`src/rtl/can_ec_pkg.sv`:
```
// Shared constants and types for the CAN error counter block.
// Assumes byte-wide registers and an 8-bit register address.
package can_ec_pkg;
    localparam int CNT_W  = 8;
    localparam int REG_AW = 8;

    localparam logic [REG_AW-1:0] ADDR_EWL = 8'd13;
    localparam logic [REG_AW-1:0] ADDR_RXC = 8'd14;
    localparam logic [REG_AW-1:0] ADDR_TXC = 8'd15;

    localparam logic [CNT_W-1:0] BUSOFF_TX_LOAD = 8'd127;
    localparam logic [CNT_W-1:0] PASSIVE_LVL    = 8'd128;
    localparam logic [CNT_W-1:0] CNT_MAX        = '1;

    // Counting strobes from the protocol engine
    typedef struct packed {
        logic rx_inc1;
        logic rx_inc8;
        logic rx_dec;
        logic tx_inc8;
        logic tx_dec;
    } err_evt_t;
endpackage

```
`src/rtl/can_ec_busfree.sv`:
```
// Bus-free detector: raises free_o for one cycle on the bit strobe that
// completes RUN_LEN consecutive recessive samples. A dominant sample
// restarts the run; hold_i keeps the run cleared.
// Assumes tick_i is a single-cycle strobe per bit.
module can_ec_busfree #(
    parameter int RUN_LEN = 11
) (
    input  logic clk,
    input  logic rst_n,
    input  logic hold_i,
    input  logic tick_i,
    input  logic recessive_i,
    output logic free_o
);
    localparam int RW = $clog2(RUN_LEN + 1);
    localparam logic [RW-1:0] LAST = RW'(RUN_LEN - 1);

    logic [RW-1:0] run_q;

    assign free_o = !hold_i && tick_i && recessive_i && (run_q == LAST);

    // Count the current run of recessive samples
    always_ff @(posedge clk) begin
        if (!rst_n || hold_i) begin
            run_q <= '0;
        end else if (tick_i) begin
            if (!recessive_i || free_o) run_q <= '0;
            else                        run_q <= run_q + RW'(1);
        end
    end
endmodule

```
`src/rtl/can_ec_counters.sv`:
```
// Error counters, warning-limit register and bus-off sequencing.
// Assumes the caller masks nothing: writes are gated by reset mode here,
// strobes are ignored in reset mode and during bus-off.
module can_ec_counters
    import can_ec_pkg::*;
#(
    parameter logic [CNT_W-1:0] EWL_INIT = 8'd96
) (
    input  logic              clk,
    input  logic              rst_n,
    input  logic              reset_mode_i,
    input  logic              wr_en_i,
    input  logic [REG_AW-1:0] wr_addr_i,
    input  logic [CNT_W-1:0]  wr_data_i,
    input  err_evt_t          evt_i,
    input  logic              bus_free_i,
    output logic [CNT_W-1:0]  rxc_o,
    output logic [CNT_W-1:0]  txc_o,
    output logic [CNT_W-1:0]  ewl_o,
    output logic              bus_off_o,
    output logic              force_reset_o,
    output logic              sync_wait_o
);
    logic [CNT_W-1:0] rxc_q, txc_q, ewl_q;
    logic             bus_off_q, force_q, sync_q, mode_q;
    logic             active, leave, tx_ovf, force_ent, enter, wr_ok;
    logic [CNT_W:0]   rx_p8, rx_p1, tx_p8;

    assign active    = !reset_mode_i && !bus_off_q;
    assign leave     = mode_q && !reset_mode_i;
    assign rx_p8     = {1'b0, rxc_q} + (CNT_W+1)'(8);
    assign rx_p1     = {1'b0, rxc_q} + (CNT_W+1)'(1);
    assign tx_p8     = {1'b0, txc_q} + (CNT_W+1)'(8);
    assign tx_ovf    = active && evt_i.tx_inc8 && tx_p8[CNT_W];
    assign force_ent = leave && (txc_q == CNT_MAX);
    assign enter     = tx_ovf || force_ent;
    assign wr_ok     = reset_mode_i && wr_en_i;

    // Remember the mode so the release edge can be detected
    always_ff @(posedge clk) begin
        if (!rst_n) mode_q <= 1'b1;
        else        mode_q <= reset_mode_i;
    end

    // Force-reset request pulse on bus-off entry
    always_ff @(posedge clk) begin
        if (!rst_n) force_q <= 1'b0;
        else        force_q <= enter;
    end

    // Wait-for-bus-free flag after any reset-mode period
    always_ff @(posedge clk) begin
        if (!rst_n || reset_mode_i) sync_q <= 1'b1;
        else if (bus_free_i)        sync_q <= 1'b0;
    end

    // Counters, limit and bus-off state
    always_ff @(posedge clk) begin
        if (!rst_n) begin
            rxc_q     <= '0;
            txc_q     <= '0;
            ewl_q     <= EWL_INIT;
            bus_off_q <= 1'b0;
        end else if (enter) begin
            bus_off_q <= 1'b1;
            txc_q     <= BUSOFF_TX_LOAD;
            rxc_q     <= '0;
        end else if (reset_mode_i) begin
            if (wr_ok && wr_addr_i == ADDR_EWL) ewl_q <= wr_data_i;
            if (wr_ok && wr_addr_i == ADDR_RXC && !bus_off_q) rxc_q <= wr_data_i;
            if (wr_ok && wr_addr_i == ADDR_TXC) begin
                txc_q <= wr_data_i;
                if (bus_off_q && wr_data_i != CNT_MAX) bus_off_q <= 1'b0;
            end
        end else if (bus_off_q) begin
            if (bus_free_i) begin
                if (txc_q == '0) bus_off_q <= 1'b0;
                else             txc_q     <= txc_q - CNT_W'(1);
            end
        end else begin
            if (evt_i.rx_inc8)                 rxc_q <= rx_p8[CNT_W] ? CNT_MAX : rx_p8[CNT_W-1:0];
            else if (evt_i.rx_inc1)            rxc_q <= rx_p1[CNT_W] ? CNT_MAX : rx_p1[CNT_W-1:0];
            else if (evt_i.rx_dec && rxc_q != '0) rxc_q <= rxc_q - CNT_W'(1);
            if (evt_i.tx_inc8)                 txc_q <= tx_p8[CNT_W-1:0];
            else if (evt_i.tx_dec && txc_q != '0) txc_q <= txc_q - CNT_W'(1);
        end
    end

    assign rxc_o         = rxc_q;
    assign txc_o         = txc_q;
    assign ewl_o         = ewl_q;
    assign bus_off_o     = bus_off_q;
    assign force_reset_o = force_q;
    assign sync_wait_o   = sync_q;
endmodule

```
`src/rtl/can_ec_status.sv`:
```
// Warning and passive status with change-interrupt pulses.
// Status is sampled from the counters one clock late and frozen while
// hold_i (reset mode) is high, so software-written values take effect
// only after release.
module can_ec_status
    import can_ec_pkg::*;
(
    input  logic             clk,
    input  logic             rst_n,
    input  logic             hold_i,
    input  logic [CNT_W-1:0] rxc_i,
    input  logic [CNT_W-1:0] txc_i,
    input  logic [CNT_W-1:0] ewl_i,
    input  logic             bus_off_i,
    output logic             warn_o,
    output logic             passive_o,
    output logic             irq_warn_o,
    output logic             irq_passive_o
);
    logic warn_c, passive_c;
    logic warn_q, passive_q, irq_w_q, irq_p_q;

    assign warn_c    = bus_off_i || (rxc_i >= ewl_i) || (txc_i >= ewl_i);
    assign passive_c = bus_off_i || (rxc_i >= PASSIVE_LVL) || (txc_i >= PASSIVE_LVL);

    // Sample status and flag its changes outside reset mode
    always_ff @(posedge clk) begin
        if (!rst_n) begin
            warn_q    <= 1'b0;
            passive_q <= 1'b0;
            irq_w_q   <= 1'b0;
            irq_p_q   <= 1'b0;
        end else if (hold_i) begin
            irq_w_q   <= 1'b0;
            irq_p_q   <= 1'b0;
        end else begin
            warn_q    <= warn_c;
            passive_q <= passive_c;
            irq_w_q   <= warn_c != warn_q;
            irq_p_q   <= passive_c != passive_q;
        end
    end

    assign warn_o        = warn_q;
    assign passive_o     = passive_q;
    assign irq_warn_o    = irq_w_q;
    assign irq_passive_o = irq_p_q;
endmodule

```
`src/rtl/can_errcnt_busoff.sv`:
```
// Top level: CAN error counters, status and bus-off manager.
// Assumes a single clock, synchronous active-low reset and strobes
// that last one cycle. Register reads are combinational.
module can_errcnt_busoff
    import can_ec_pkg::*;
#(
    parameter int               BUSFREE_BITS = 11,
    parameter logic [CNT_W-1:0] EWL_INIT     = 8'd96
) (
    input  logic              clk,
    input  logic              rst_n,
    input  logic              reset_mode_i,
    input  logic              reg_wr_i,
    input  logic [REG_AW-1:0] reg_addr_i,
    input  logic [CNT_W-1:0]  reg_wdata_i,
    output logic [CNT_W-1:0]  reg_rdata_o,
    input  logic              rx_inc1_i,
    input  logic              rx_inc8_i,
    input  logic              rx_dec_i,
    input  logic              tx_inc8_i,
    input  logic              tx_dec_i,
    input  logic              bit_tick_i,
    input  logic              bus_level_i,
    output logic              bus_off_o,
    output logic              err_warn_o,
    output logic              err_passive_o,
    output logic              irq_warn_o,
    output logic              irq_passive_o,
    output logic              force_reset_o,
    output logic              online_o
);
    err_evt_t         evt;
    logic             bus_free, sync_wait, bus_off;
    logic [CNT_W-1:0] rxc, txc, ewl;

    assign evt = '{rx_inc1: rx_inc1_i, rx_inc8: rx_inc8_i, rx_dec: rx_dec_i,
                   tx_inc8: tx_inc8_i, tx_dec: tx_dec_i};

    can_ec_busfree #(.RUN_LEN(BUSFREE_BITS)) u_free (
        .clk(clk), .rst_n(rst_n), .hold_i(reset_mode_i),
        .tick_i(bit_tick_i), .recessive_i(bus_level_i), .free_o(bus_free)
    );

    can_ec_counters #(.EWL_INIT(EWL_INIT)) u_cnt (
        .clk(clk), .rst_n(rst_n), .reset_mode_i(reset_mode_i),
        .wr_en_i(reg_wr_i), .wr_addr_i(reg_addr_i), .wr_data_i(reg_wdata_i),
        .evt_i(evt), .bus_free_i(bus_free),
        .rxc_o(rxc), .txc_o(txc), .ewl_o(ewl), .bus_off_o(bus_off),
        .force_reset_o(force_reset_o), .sync_wait_o(sync_wait)
    );

    can_ec_status u_stat (
        .clk(clk), .rst_n(rst_n), .hold_i(reset_mode_i),
        .rxc_i(rxc), .txc_i(txc), .ewl_i(ewl), .bus_off_i(bus_off),
        .warn_o(err_warn_o), .passive_o(err_passive_o),
        .irq_warn_o(irq_warn_o), .irq_passive_o(irq_passive_o)
    );

    // Register read decode
    always_comb begin
        case (reg_addr_i)
            ADDR_EWL: reg_rdata_o = ewl;
            ADDR_RXC: reg_rdata_o = rxc;
            ADDR_TXC: reg_rdata_o = txc;
            default:  reg_rdata_o = '0;
        endcase
    end

    assign bus_off_o = bus_off;
    assign online_o  = !reset_mode_i && !bus_off && !sync_wait;
endmodule

```
`config.mk`:
```
export PLATFORM = sky130hd
export DESIGN_NAME = can_errcnt_busoff
export DESIGN_NICKNAME = d
export VERILOG_FILES = /design/src/rtl/can_ec_pkg.sv /design/src/rtl/can_ec_busfree.sv /design/src/rtl/can_ec_counters.sv /design/src/rtl/can_ec_status.sv /design/src/rtl/can_errcnt_busoff.sv
export SDC_FILE = /design/constraint.sdc
export NUM_CORES = 1
export LEC_CHECK = 0
export ABC_AREA = 1
export BUFFER_PORTS_ARGS = -buffer_cell sky130_fd_sc_hd__buf_4
export CAP_MARGIN = 20
export CORE_ASPECT_RATIO = 0.7
export CORE_UTILIZATION = 50
export CTS_CLUSTER_DIAMETER = 40
export DETAILED_ROUTE_END_ITERATION = 12
export GPL_ROUTABILITY_DRIVEN = 0
export GPL_TIMING_DRIVEN = 0
export PLACE_DENSITY = 0.73
export SYNTH_ARGS = -nofsm -noshare
export SYNTH_HDL_FRONTEND = slang
export SYNTH_HIERARCHICAL = 1
export SYNTH_SLANG_ARGS = --single-unit
```
`constraint.sdc`:
```
create_clock -name clk -period 1.5 [get_ports clk]
set_input_delay 0.3 -clock clk [delete_from_list [all_inputs] [get_ports clk]]
set_output_delay 0.3 -clock clk [all_outputs]
set_load 0.02 [all_outputs]
```
==> out/qor.txt, run 1 <==
Outcome: complete, but fails checks
Failing checks: negative setup slack
Pleak: 2.46 nW
Final core occ: 80.2%
DPL Wire Length: 8.38 mm
Max Cap Viol: 0
R2r setup slk: -130 ps
Die Span Y: 71.0 microns
Startpoint Class: input pin
Seq/Total Area, Yosys: 21.2%
WL per Instance: 18.1 microns
Latest clock arrival within the worst-skew pair: 290 ps
Iter 0 DRT Violations: 537
Largest net degree at the start of global routing: 11
TritonCTS clock tree: built
Worst Hold Class: input pin to flip-flop
Area of the multi-input gates: 2940 sq um
WP data required: 1690 ps
# hold bufs at CTS: 0
Setup Crit Path Kind: input pin to flip-flop
I/O pins: 42
Largest family of logic cells by synthesized area: simple AND/OR/NAND/NOR gates
Clock Tree Buf Depth: 2
Mean area per synthesized cell: 5.98 sq um
Total grt overflow: 0
VDD IR max: 0.490 mV
Relative slew slack: 59.3%
Initial Util: 53.2%
Root buffer cell: clkbuf_8
H-tree lvl count: 2
Yosys warns: 6
Vias: 4462
Hold Path Stages: 3
Reg2Reg Depth: 11
Sink Count: 36
Syn_nets: 624
Met2 Usage GRT: 50.2%
Mux cell area share after synthesis: 0%
GRT Util Overall: 33.3%
ANT nets after route: 0
Post-Syn Instances: 569
Max Slew Vio Count: 0
Die footprint: 7150 sq um
RSZ-0062 raised after global routing: true
Commonest non-fill, non-tap cell in the layout: nand2_1
Input/output buffers: 41
DRC errors left: 0
Row count: 24
# fillers: 412
N_diodes: 0
DP Area: 3830 sq um
Nets: 718
Final setup violation count: 20
Critical Path End Type: flip-flop
Die extent in x: 101 microns
Min-Delay Startpoint: reg_wdata_i[6]
Post-Synth XOR/XNOR Area: 2.57%
DR vias/cell: 5.92
Share of post-route cells with drive strength above 1: 43.9%
Final instance area: 5130 sq um
Vias in the first global route: 3625
Post-synthesis cell type count: 33
Synth Area in Adders: 10.3%
Initial antenna violation count: 0
1st-pass router iterations: 6
Hold Vio Cnt, Final: 0
Least-Margin Pin Slew: 608 ps
Clk_skew: 7.72 ps
Met3 Usage GRT: 7.61%
Critical Path Fanout Max: 10
WP data arrival: 1830 ps
Power Density: 588 nW/um^2
CTS buffer count: 5
Reg-to-reg startpoint: u_cnt/rxc_o[1]
Final worst-path cycle share: 110%
Hold Path End: u_cnt/ewl_o[6]
Simple-gate share of the synthesized area: 44.9%
Busiest grt layer: met2
Maximum clock rate: 607 MHz
Setup WS pre-CTS: -312 ps
Worst-path clk slew: 80 ps
Reg area: 788 sq um
Setup ws final: -148 ps
Layout area overhead: 50.6%
Mapped Area: 3400 sq um
Most frequent cells in the layout: nand2_1 (106), nor2_1 (71), buf_4 (63)
Post-layout minimum cycle time: 1650 ps
Final wirelength: 13.6 mm
Core Footprint: 6400 sq um
Synth Area in Compound Gates: 9.85%
GR met1 Demand/Resource: 48.6%
FF-to-FF End: u_cnt/rxc_o[6]
First-pass GRT wire length: 18.2 mm
PnR Total Power: 3.01 mW
#FFs+latches synth: 36
-- final cells by class --
| type | instances | share of cell area, % |
|---|---|---|
| Timing Repair Buffer | 86 | 15.3 |
| Sequential cell | 36 | 15.4 |
| Inverter | 86 | 6.61 |
| Buffer | 8 | 1.73 |
| Clock buffer | 6 | 1.42 |
| Multi-Input combinational cell | 440 | 57.3 |
| Clock inverter | 1 | 0.0976 |
| Tap cell | 91 | 2.22 |
-- cell usage after synthesis, drive strengths merged --
| cell | n | share of area, % |
|---|---|---|
| xor2 | 8 | 2.1 |
| o21bai | 1 | 0.22 |
| o21ai | 32 | 4.7 |
| dfxtp | 36 | 21 |
| or3 | 1 | 0.18 |
| nand3b | 1 | 0.22 |
| clkinv | 2 | 0.26 |
| a21oi | 25 | 3.8 |
| nor3b | 1 | 0.22 |
| inv | 84 | 9.3 |
| nand4 | 10 | 1.8 |
| nor3 | 10 | 1.8 |
| o211ai | 2 | 0.44 |
| o41ai | 2 | 0.51 |
| ha | 28 | 10 |
| nor2 | 101 | 13 |
| xnor2 | 2 | 0.51 |
| o22ai | 1 | 0.18 |
| buf | 8 | 1.7 |
| nand3 | 76 | 12 |
| nand2 | 138 | 16 |
-- state kept, by name, summed over array words and instances, names as in the netlist --
register,flops
u_cnt/txc_o,8
u_stat/irq_warn_o,1
u_stat/irq_passive_o,1
u_cnt/mode_q,1
u_cnt/force_reset_o,1
u_stat/warn_o,1
u_cnt/sync_wait_o,1
u_cnt/bus_off_o,1
u_cnt/ewl_o,8
u_stat/passive_o,1
u_cnt/rxc_o,8
u_free/run_q,4
-- critical path, stage by stage --
cell	delay [ps]
buf_4	160
buf_6	170
nor2_4	240
inv_2	100
nor2_2	320
nand2_1	160
nand3_4	120
nand2_1	90
nand2_1	100
nor2_1	70
-- per-layer routing --
metal / part of all wire [%] / wire length, microns
met5: 0 / 0
met4: 3.4 / 457
met3: 12 / 1660
met2: 44 / 5970
met1: 41 / 5550
-- timing repair --
| item | in CTS | in global routing |
|---|---|---|
| buffers inserted | 16 | 27 |
| cloned | 3 | 0 |
| pin swaps | 16 | 46 |
| gates resized for setup | 91 | 133 |
| hold endpoints to repair | 0 | 0 |
| setup endpoints to repair | 28 | 27 |
-- kinds of logic (layout without fill, tap and decap cells) --
kind of cell    after synthesis  in the layout
fa+ha+maj                    28             28
simple gates                338            339
compound gates               63             63
buf+inv                      94            187
xor+xnor                     10             10
flops                        36             36
-- report_power, final --
group	switching [mW]	internal [mW]	leakage (nW)
logic	0.717	0.494	2.11
clock network	0.362	0.316	0.0410
registers	0.119	1.00	0.307
-- how the worst max path moves through the flow --
stage / startpoint / endpoint / slack (ps) / cells after the start
global placement: reset_mode_i / u_cnt/rxc_o[0] / -290 / 10
global route: reset_mode_i / u_cnt/txc_o[2] / -200 / 12
detailed placement: u_cnt/txc_o[0] / u_cnt/txc_o[0] / -310 / 10
CTS: u_free/run_q[1] / u_cnt/txc_o[0] / -2 / 12
floorplan: u_cnt/txc_o[0] / u_cnt/txc_o[2] / 60 / 10
finish: reset_mode_i / u_cnt/rxc_o[6] / -150 / 10
-- through the flow --
stage / setup TNS [ps] / cells / hold WS, ps
after global routing: -2650 / 754 / 226
after floorplan: 0 / 569 / 411
after detailed placement: -6330 / 701 / 457
after global placement: -5560 / 701 / 445
after CTS: -1.58 / 727 / 221
final: -1420 / 754 / 228
No activity file was read; power rests on OpenSTA's default activity.
==> inputs of run 2 (changes only) <==
--- a/config.mk
+++ b/config.mk
@@ -17,5 +17,4 @@
 export PLACE_DENSITY = 0.73
 export SYNTH_ARGS = -nofsm -noshare
 export SYNTH_HDL_FRONTEND = slang
-export SYNTH_HIERARCHICAL = 1
 export SYNTH_SLANG_ARGS = --single-unit
==> run 2 against run 1 <==
The run still ends with negative setup slack left. Critical path depth decreased by 2. Clock-buffer cell count decreased by 1. Largest power group unchanged. Worst hold slack got worse by 10 ps. Via count decreased by 13%. Wire length decreased by 14%. Die area decreased by 6.6%. First-iteration DRC count decreased by 31%. Maximum frequency decreased by 4.5%. Power increased by 2.7%. Sequential share of layout area increased by 1.0 points. Clock power increased by 33%. Clock skew increased by 0.73 ps.
==> out/qor.txt, run 2 <==
Least-Margin Pin Slew: 508 ps (was 608 ps)
Critical Path End Type: output pin (was flip-flop)
Iter 0 DRT Violations: 372 (was 537)
Nets: 633 (was 718)
Die extent in x: 97.2 microns (was 101 microns)
Largest net degree at the start of global routing: 13 (was 11)
# fillers: 394 (was 412)
Sink Count: 36 (unchanged)
Post-Syn Instances: 490 (was 569)
Area of the multi-input gates: 2710 sq um (was 2940 sq um)
Row count: 23 (was 24)
Failing checks: negative setup slack (unchanged)
Share of post-route cells with drive strength above 1: 47.0% (was 43.9%)
Count leader, synth: nand2_1 (unchanged)
Die footprint: 6680 sq um (was 7150 sq um)
Maximum clock rate: 580 MHz (was 607 MHz)
FF-to-FF End: u_stat.irq_warn_o (was u_cnt/rxc_o[6])
Seq pwr share: 35.1% (was 37.3%)
I/O pins: 42 (unchanged)
GRT Util Overall: 32.0% (was 33.3%)
Reg area: 768 sq um (was 788 sq um)
Final non-filler cell total: 654 (was 754)
R2r setup slk: -100 ps (was -130 ps)
Worst-path clk slew: 80 ps (about the same)
Most frequent cells in the layout: nand2_1 (87), buf_4 (69), nor2_1 (39) (was nand2_1 (106), nor2_1 (71), buf_4 (63))
Vias in the first global route: 3393 (was 3625)
Hold Path End: u_free.run_q[1] (was u_cnt/ewl_o[6])
Hold Vio Cnt, Final: 0 (unchanged)
TritonCTS clock tree: built (unchanged)
WP data required: 1200 ps (was 1690 ps)
Setup ws final: -225 ps (was -148 ps)
Combinational share of power: 35.7% (was 40.2%)
DP Area: 3580 sq um (was 3830 sq um)
Setup TNS: -2700 ps (was -1420 ps)
Initial antenna violation count: 0 (unchanged)
Power Density: 659 nW/um^2 (was 588 nW/um^2)
Total grt overflow: 0 (unchanged)
Hold Path Stages: 2 (was 3)
Met3 wire length: 1.26 mm (was 1.66 mm)
DRC errors left: 0 (unchanged)
Pleak: 2.16 nW (was 2.46 nW)
Share of the synthesized area in the top cell type: 22.7% (was 21.2%)
DP Cell Count: 606 (was 701)
Final instance area: 4690 sq um (was 5130 sq um)
Final setup violation count: 28 (was 20)
Area contributors post-synth: dfxtp_1 (23%), nand2_1 (13%), ha_1 (11%) (was dfxtp_1 (21%), nand2_1 (14%), nand3_1 (11%))
Mapped Area: 3170 sq um (was 3400 sq um)
Synth Flop Type: dfxtp_1 (unchanged)
WP data arrival: 1420 ps (was 1830 ps)
Internal: 1.95 mW (was 1.81 mW)
Post-layout minimum cycle time: 1720 ps (was 1650 ps)
M1 wire length: 4.92 mm (was 5.55 mm)
Final wirelength: 11.7 mm (was 13.6 mm)
Yosys warns: 0 (was 6)
Cell taking the most area after synthesis: dfxtp_1 (unchanged)
Min-Delay Startpoint: bit_tick_i (was reg_wdata_i[6])
Layout area overhead: 47.7% (was 50.6%)
Post-synthesis cell type count: 39 (was 33)
Initial Util: 53.5% (was 53.2%)
Startpoint Class: input pin (unchanged)
Sw Pwr: 1.14 mW (was 1.20 mW)
Max Slew Vio Count: 0 (unchanged)
Top cells by count, synth: nand2_1 (113), inv_1 (55), nor2_1 (55) (was nand2_1 (131), nor2_1 (88), nand3_1 (72))
Die Span Y: 68.7 microns (was 71.0 microns)
Root buffer cell: clkbuf_8 (unchanged)
Clock Tree Buf Depth: 2 (unchanged)
Clk_skew: 8.45 ps (was 7.72 ps)
Vias: 3883 (was 4462)
N_diodes: 0 (unchanged)
Post-synth ARST share: 0% (unchanged)
Critical Path Fanout Max: 8 (was 10)
Switching Share: 36.9% (was 39.8%)
Final core occ: 79.1% (was 80.2%)
1st-pass router iterations: 5 (was 6)
Core Footprint: 5930 sq um (was 6400 sq um)
Final worst-path cycle share: 115% (was 110%)
Input/output buffers: 41 (unchanged)
Seq/Total Area, Yosys: 22.7% (was 21.2%)
Outcome: complete, but fails checks (unchanged)
Latest clock arrival within the worst-skew pair: 300 ps (was 290 ps)
Syn_nets: 545 (was 624)
First-pass GRT wire length: 16.5 mm (was 18.2 mm)
Relative slew slack: 66.2% (was 59.3%)
Clk network pwr share: 29.2% (was 22.5%)
H-tree lvl count: 2 (unchanged)
WL per Instance: 17.9 microns (was 18.1 microns)
DR vias/cell: 5.94 (was 5.92)
Setup Crit Path Kind: input pin to output pin (was input pin to flip-flop)
DPL Wire Length: 7.55 mm (was 8.38 mm)
RSZ-0062 raised after global routing: true (unchanged)
Commonest non-fill, non-tap cell in the layout: nand2_1 (unchanged)
Mean area per synthesized cell: 6.48 sq um (was 5.98 sq um)
CTS buffer count: 5 (unchanged)
Post-synth EDFFs: 0 (unchanged)
ANT nets after route: 0 (unchanged)
Worst Hold Class: input pin to flip-flop (unchanged)
#FFs+latches synth: 36 (unchanged)
Max Cap Viol: 0 (unchanged)
Reg-to-reg startpoint: u_cnt.ewl_o[7] (was u_cnt/rxc_o[1])
Top layer reached by signal wires: met4 (unchanged)
Reg2Reg Depth: 10 (was 11)
DR WL met2: 5.22 mm (was 5.97 mm)
VDD IR max: 0.607 mV (was 0.490 mV)
## run 2: how the worst max path moves through the flow
stage	cells after the start	slack [ps]	startpoint	endpoint
2_1_floorplan	5	-10	reg_addr_i[6]	reg_rdata_o[4]
3_3_place_gp	7	-450	reg_addr_i[6]	reg_rdata_o[3]
3_5_place_dp	7	-500	reg_addr_i[6]	reg_rdata_o[0]
4_1_cts	8	-270	reg_addr_i[5]	reg_rdata_o[0]
5_1_grt	9	-300	reg_addr_i[7]	reg_rdata_o[0]
6_report	8	-220	reg_addr_i[6]	reg_rdata_o[0]
## run 2: metal layers
metal / GRT usage (%) / vias to the layer above
met3: 7.96 / 39
met2: 51.4 / 229
met4: 9.38 / 0
met1: 43.1 / 1810
li1: - / 1805
met5: 0 / -
## run 2: cell families after synthesis
| group | share of synthesized area, % |
|---|---|
| compound gates | 16.4 |
| fa+ha+maj | 11.0 |
| flops | 22.7 |
| xor+xnor | 3.59 |
| buf+inv | 9.54 |
| simple gates | 36.4 |
| mux | 0.315 |
## run 2: repair_timing
action                     in CTS  in global routing
gates cloned                    1                  1
pin swaps                      12                 45
hold buffers                    0                  0
setup endpoints to repair      27                 37
setup buffers                  10                 33
gates resized for setup        87                120
## run 2: metrics by stage
stage / worst slack, ps / hold WS (ps) / power, mW
floorplan: -12.7 / 392 / 1.61
global placement: -452 / 435 / 1.84
detailed placement: -496 / 455 / 1.86
CTS: -271 / 227 / 2.82
global route: -299 / 219 / 3.23
finish: -225 / 217 / 3.09
## run 2: final cells by class
class	instances	area share (%)
buffer	7	1.25
tap	75	2.00
clock inverter	3	0.907
inverter	68	6.30
clock buffer	5	1.47
timing repair buffer	80	14.0
sequential	36	16.4
multi-input combinational	380	57.7
## run 2: power groups by stage
stage / combinational (mW) / sequential [mW] / clock, mW
after floorplan: 0.528 / 1.08 / 0
after global placement: 0.748 / 1.09 / 0
after detailed placement: 0.772 / 1.09 / 0
after CTS: 0.849 / 1.08 / 0.889
after global routing: 1.19 / 1.09 / 0.943
final: 1.10 / 1.09 / 0.902
## run 2: worst max-delay path, stage by stage
cell and delay (ps):
buf_6 100, inv_4 40, nand4_1 210, nor4_4 230, buf_6 220, nand2_2 70, o211ai_1 90, buf_4 170
==> inputs of run 3 (changes only) <==
==> constraint.sdc (replaced) <==
create_clock -name clk -period 1.45 [get_ports clk]
set_input_delay 0.29 -clock clk [delete_from_list [all_inputs] [get_ports clk]]
set_output_delay 0.29 -clock clk [all_outputs]
set_load 0.02 [all_outputs]
==> run 3 against run 2 <==
Power rose by 0.59%. The run still ends with negative setup slack left. Register-to-register slack got worse by 70 ps. Combinational power rose by 15%. Critical path type unchanged. Critical path depth fell by 1.
==> out/qor.txt, run 3 (synthesis gave the netlist of run 2 again) <==
Vias: 4016 (was 3883)
Iter 0 DRT Violations: 488 (was 372)
Crit path largest cell delay: 260 ps (was 230 ps)
Largest net degree at the start of global routing: 12 (was 13)
Setup ws final: -314 ps (was -225 ps)
Commonest non-fill, non-tap cell in the layout: nand2_1 (unchanged)
Maximum clock rate: 567 MHz
Worst Hold Class: input pin to flip-flop (unchanged)
Startpoint Class: input pin (unchanged)
Core Footprint: 5930 sq um (unchanged)
Die footprint: 6680 sq um (unchanged)
Post-layout minimum cycle time: 1760 ps
Root buffer cell: clkbuf_8 (unchanged)
CTS buffer count: 5 (unchanged)
I/O pins: 42 (unchanged)
Die extent in x: 97.2 microns (unchanged)
Nets: 646 (was 633)
RSZ-0062 raised after global routing: true (unchanged)
Outcome: complete, but fails checks (unchanged)
Critical Path Fanout Max: 8 (unchanged)
Relative slew slack: 56.2% (was 66.2%)
Sink Count: 36 (unchanged)
N_diodes: 0 (unchanged)
Worst-path clk slew: 80 ps (about the same)
Initial Util: 53.5% (unchanged)
Setup TNS: -3830 ps (was -2700 ps)
# hold bufs at CTS: 0 (unchanged)
H-tree lvl count: 2 (unchanged)
Clock Tree Buf Depth: 2 (unchanged)
Hold Vio Cnt, Final: 0 (unchanged)
DRC errors left: 0 (unchanged)
Pleak: 2.20 nW (was 2.16 nW)
Latest clock arrival within the worst-skew pair: 290 ps (was 300 ps)
Delay-heaviest family, CP: simple AND/OR/NAND/NOR gates (was buffers and inverters)
Die Span Y: 68.7 microns (unchanged)
Share of post-route cells with drive strength above 1: 52.3% (was 47.0%)
DR vias/cell: 6.03 (was 5.94)
Clk_skew: 8.18 ps (was 8.45 ps)
WP data required: 1160 ps (was 1200 ps)
Hold slack: 226 ps (was 217 ps)
Setup Crit Path Kind: input pin to output pin (unchanged)
Final core occ: 83.5% (was 79.1%)
Final setup violation count: 26 (was 28)
Crit path buf inv count: 3 (was 4)
Vias in the first global route: 3407 (was 3393)
First-pass GRT wire length: 16.7 mm (was 16.5 mm)
Total grt overflow: 0 (unchanged)
CP cell instances: buf_6, inv_2, nand4_1, nor2_4, nand2_4, o221ai_2, buf_4 (was buf_6, inv_4, nand4_1, nor4_4, buf_6, nand2_2, o211ai_1, buf_4)
Final wirelength: 11.9 mm (was 11.7 mm)
Final worst-path cycle share: 122%
Power Density: 629 nW/um^2 (was 659 nW/um^2)
VDD IR max: 0.369 mV (was 0.607 mV)
Failing checks: negative setup slack (unchanged)
Critical Path End Type: output pin (unchanged)
Max Slew Vio Count: 0 (unchanged)
GRT Util Overall: 32.1% (was 32.0%)
Most frequent cells in the layout: nand2_1 (86), buf_4 (74), nor2_1 (39) (was nand2_1 (87), buf_4 (69), nor2_1 (39))
Slowest-stage cell, CP: nor2_4 (was nor4_4)
ANT nets after route: 0 (unchanged)
Layout area overhead: 55.9% (was 47.7%)
Least-Margin Pin Slew: 657 ps (was 508 ps)
Row count: 23 (unchanged)
Input/output buffers: 41 (unchanged)
DPL Wire Length: 7.56 mm (was 7.55 mm)
1st-pass router iterations: 6 (was 5)
TritonCTS clock tree: built (unchanged)
WL per Instance: 17.9 microns (about the same)
Initial antenna violation count: 0 (unchanged)
Max Cap Viol: 0 (unchanged)
WP data arrival: 1470 ps (was 1420 ps)
run 3: worst paths after layout:
| path | to | startpoint | slack (ps) | cells past startpoint |
|---|---|---|---|---|
| worst max register to register | u_stat.warn_o | u_cnt.rxc_o[1] | -170 | 9 |
| worst min register to register | u_cnt.sync_wait_o | u_cnt.sync_wait_o | 460 | 2 |
| worst max-delay path | reg_rdata_o[6] | reg_addr_i[6] | -310 | 7 |
| worst min-delay path | u_free.run_q[1] | bit_tick_i | 230 | 2 |
run 3: worst reg2reg max path, cell delays in order, from the launching register on:
cell      delay (ps)
dfxtp_4          430
ha_4             230
inv_4             60
o21bai_4          80
nand2_1          120
nand2_1          100
nand2_2           80
nand4_1          110
nor2_2           190
o22ai_1          100
run 3: where the power goes:
part	switching [mW]	internal (mW)	leakage [nW]
Combinational	0.729	0.536	1.85
Clock	0.391	0.326	0.0400
Sequential	0.0927	1.04	0.305
run 3: routing by layer:
layer  global-route usage [%]  share of wire, %  routed length, microns  vias to the layer above
li1                         -                 -                       -                     1841
met1                     45.0                44                    5230                     1863
met2                     51.1                43                    5110                      277
met3                     7.26                11                    1330                       35
met4                     6.80               2.1                     246                        0
met5                        0                 0                       0                        -
run 3: area by class of cell:
type | count | area (sq um)
Timing Repair Buffer | 93 | 795
Fill cell | 359 | 981
Sequential cell | 36 | 782
Clock inverter | 2 | 12.5
Tap cell | 75 | 93.8
Clock buffer | 5 | 68.8
Inverter | 68 | 303
Buffer | 7 | 55.1
Multi-Input combinational cell | 380 | 2840
run 3: metrics by stage:
step | worst slack [ps] | total power [mW] | cell area (sq um) | std cells
2_1_floorplan | -34.9 | 1.67 | 3180 | 490
6_report | -314 | 3.11 | 4950 | 666
4_1_cts | -302 | 2.82 | 4360 | 640
5_1_grt | -378 | 3.24 | 4950 | 666
3_5_place_dp | -560 | 1.93 | 3580 | 606
3_3_place_gp | -501 | 1.90 | 3580 | 606
run 3: repair_timing:
action                                  4_1_cts  5_1_grt
cloned                                        1        1
pin swaps                                    34       57
endpoints found under the setup margin       27       37
gates resized for setup                     135      120
setup buffers                                27       26
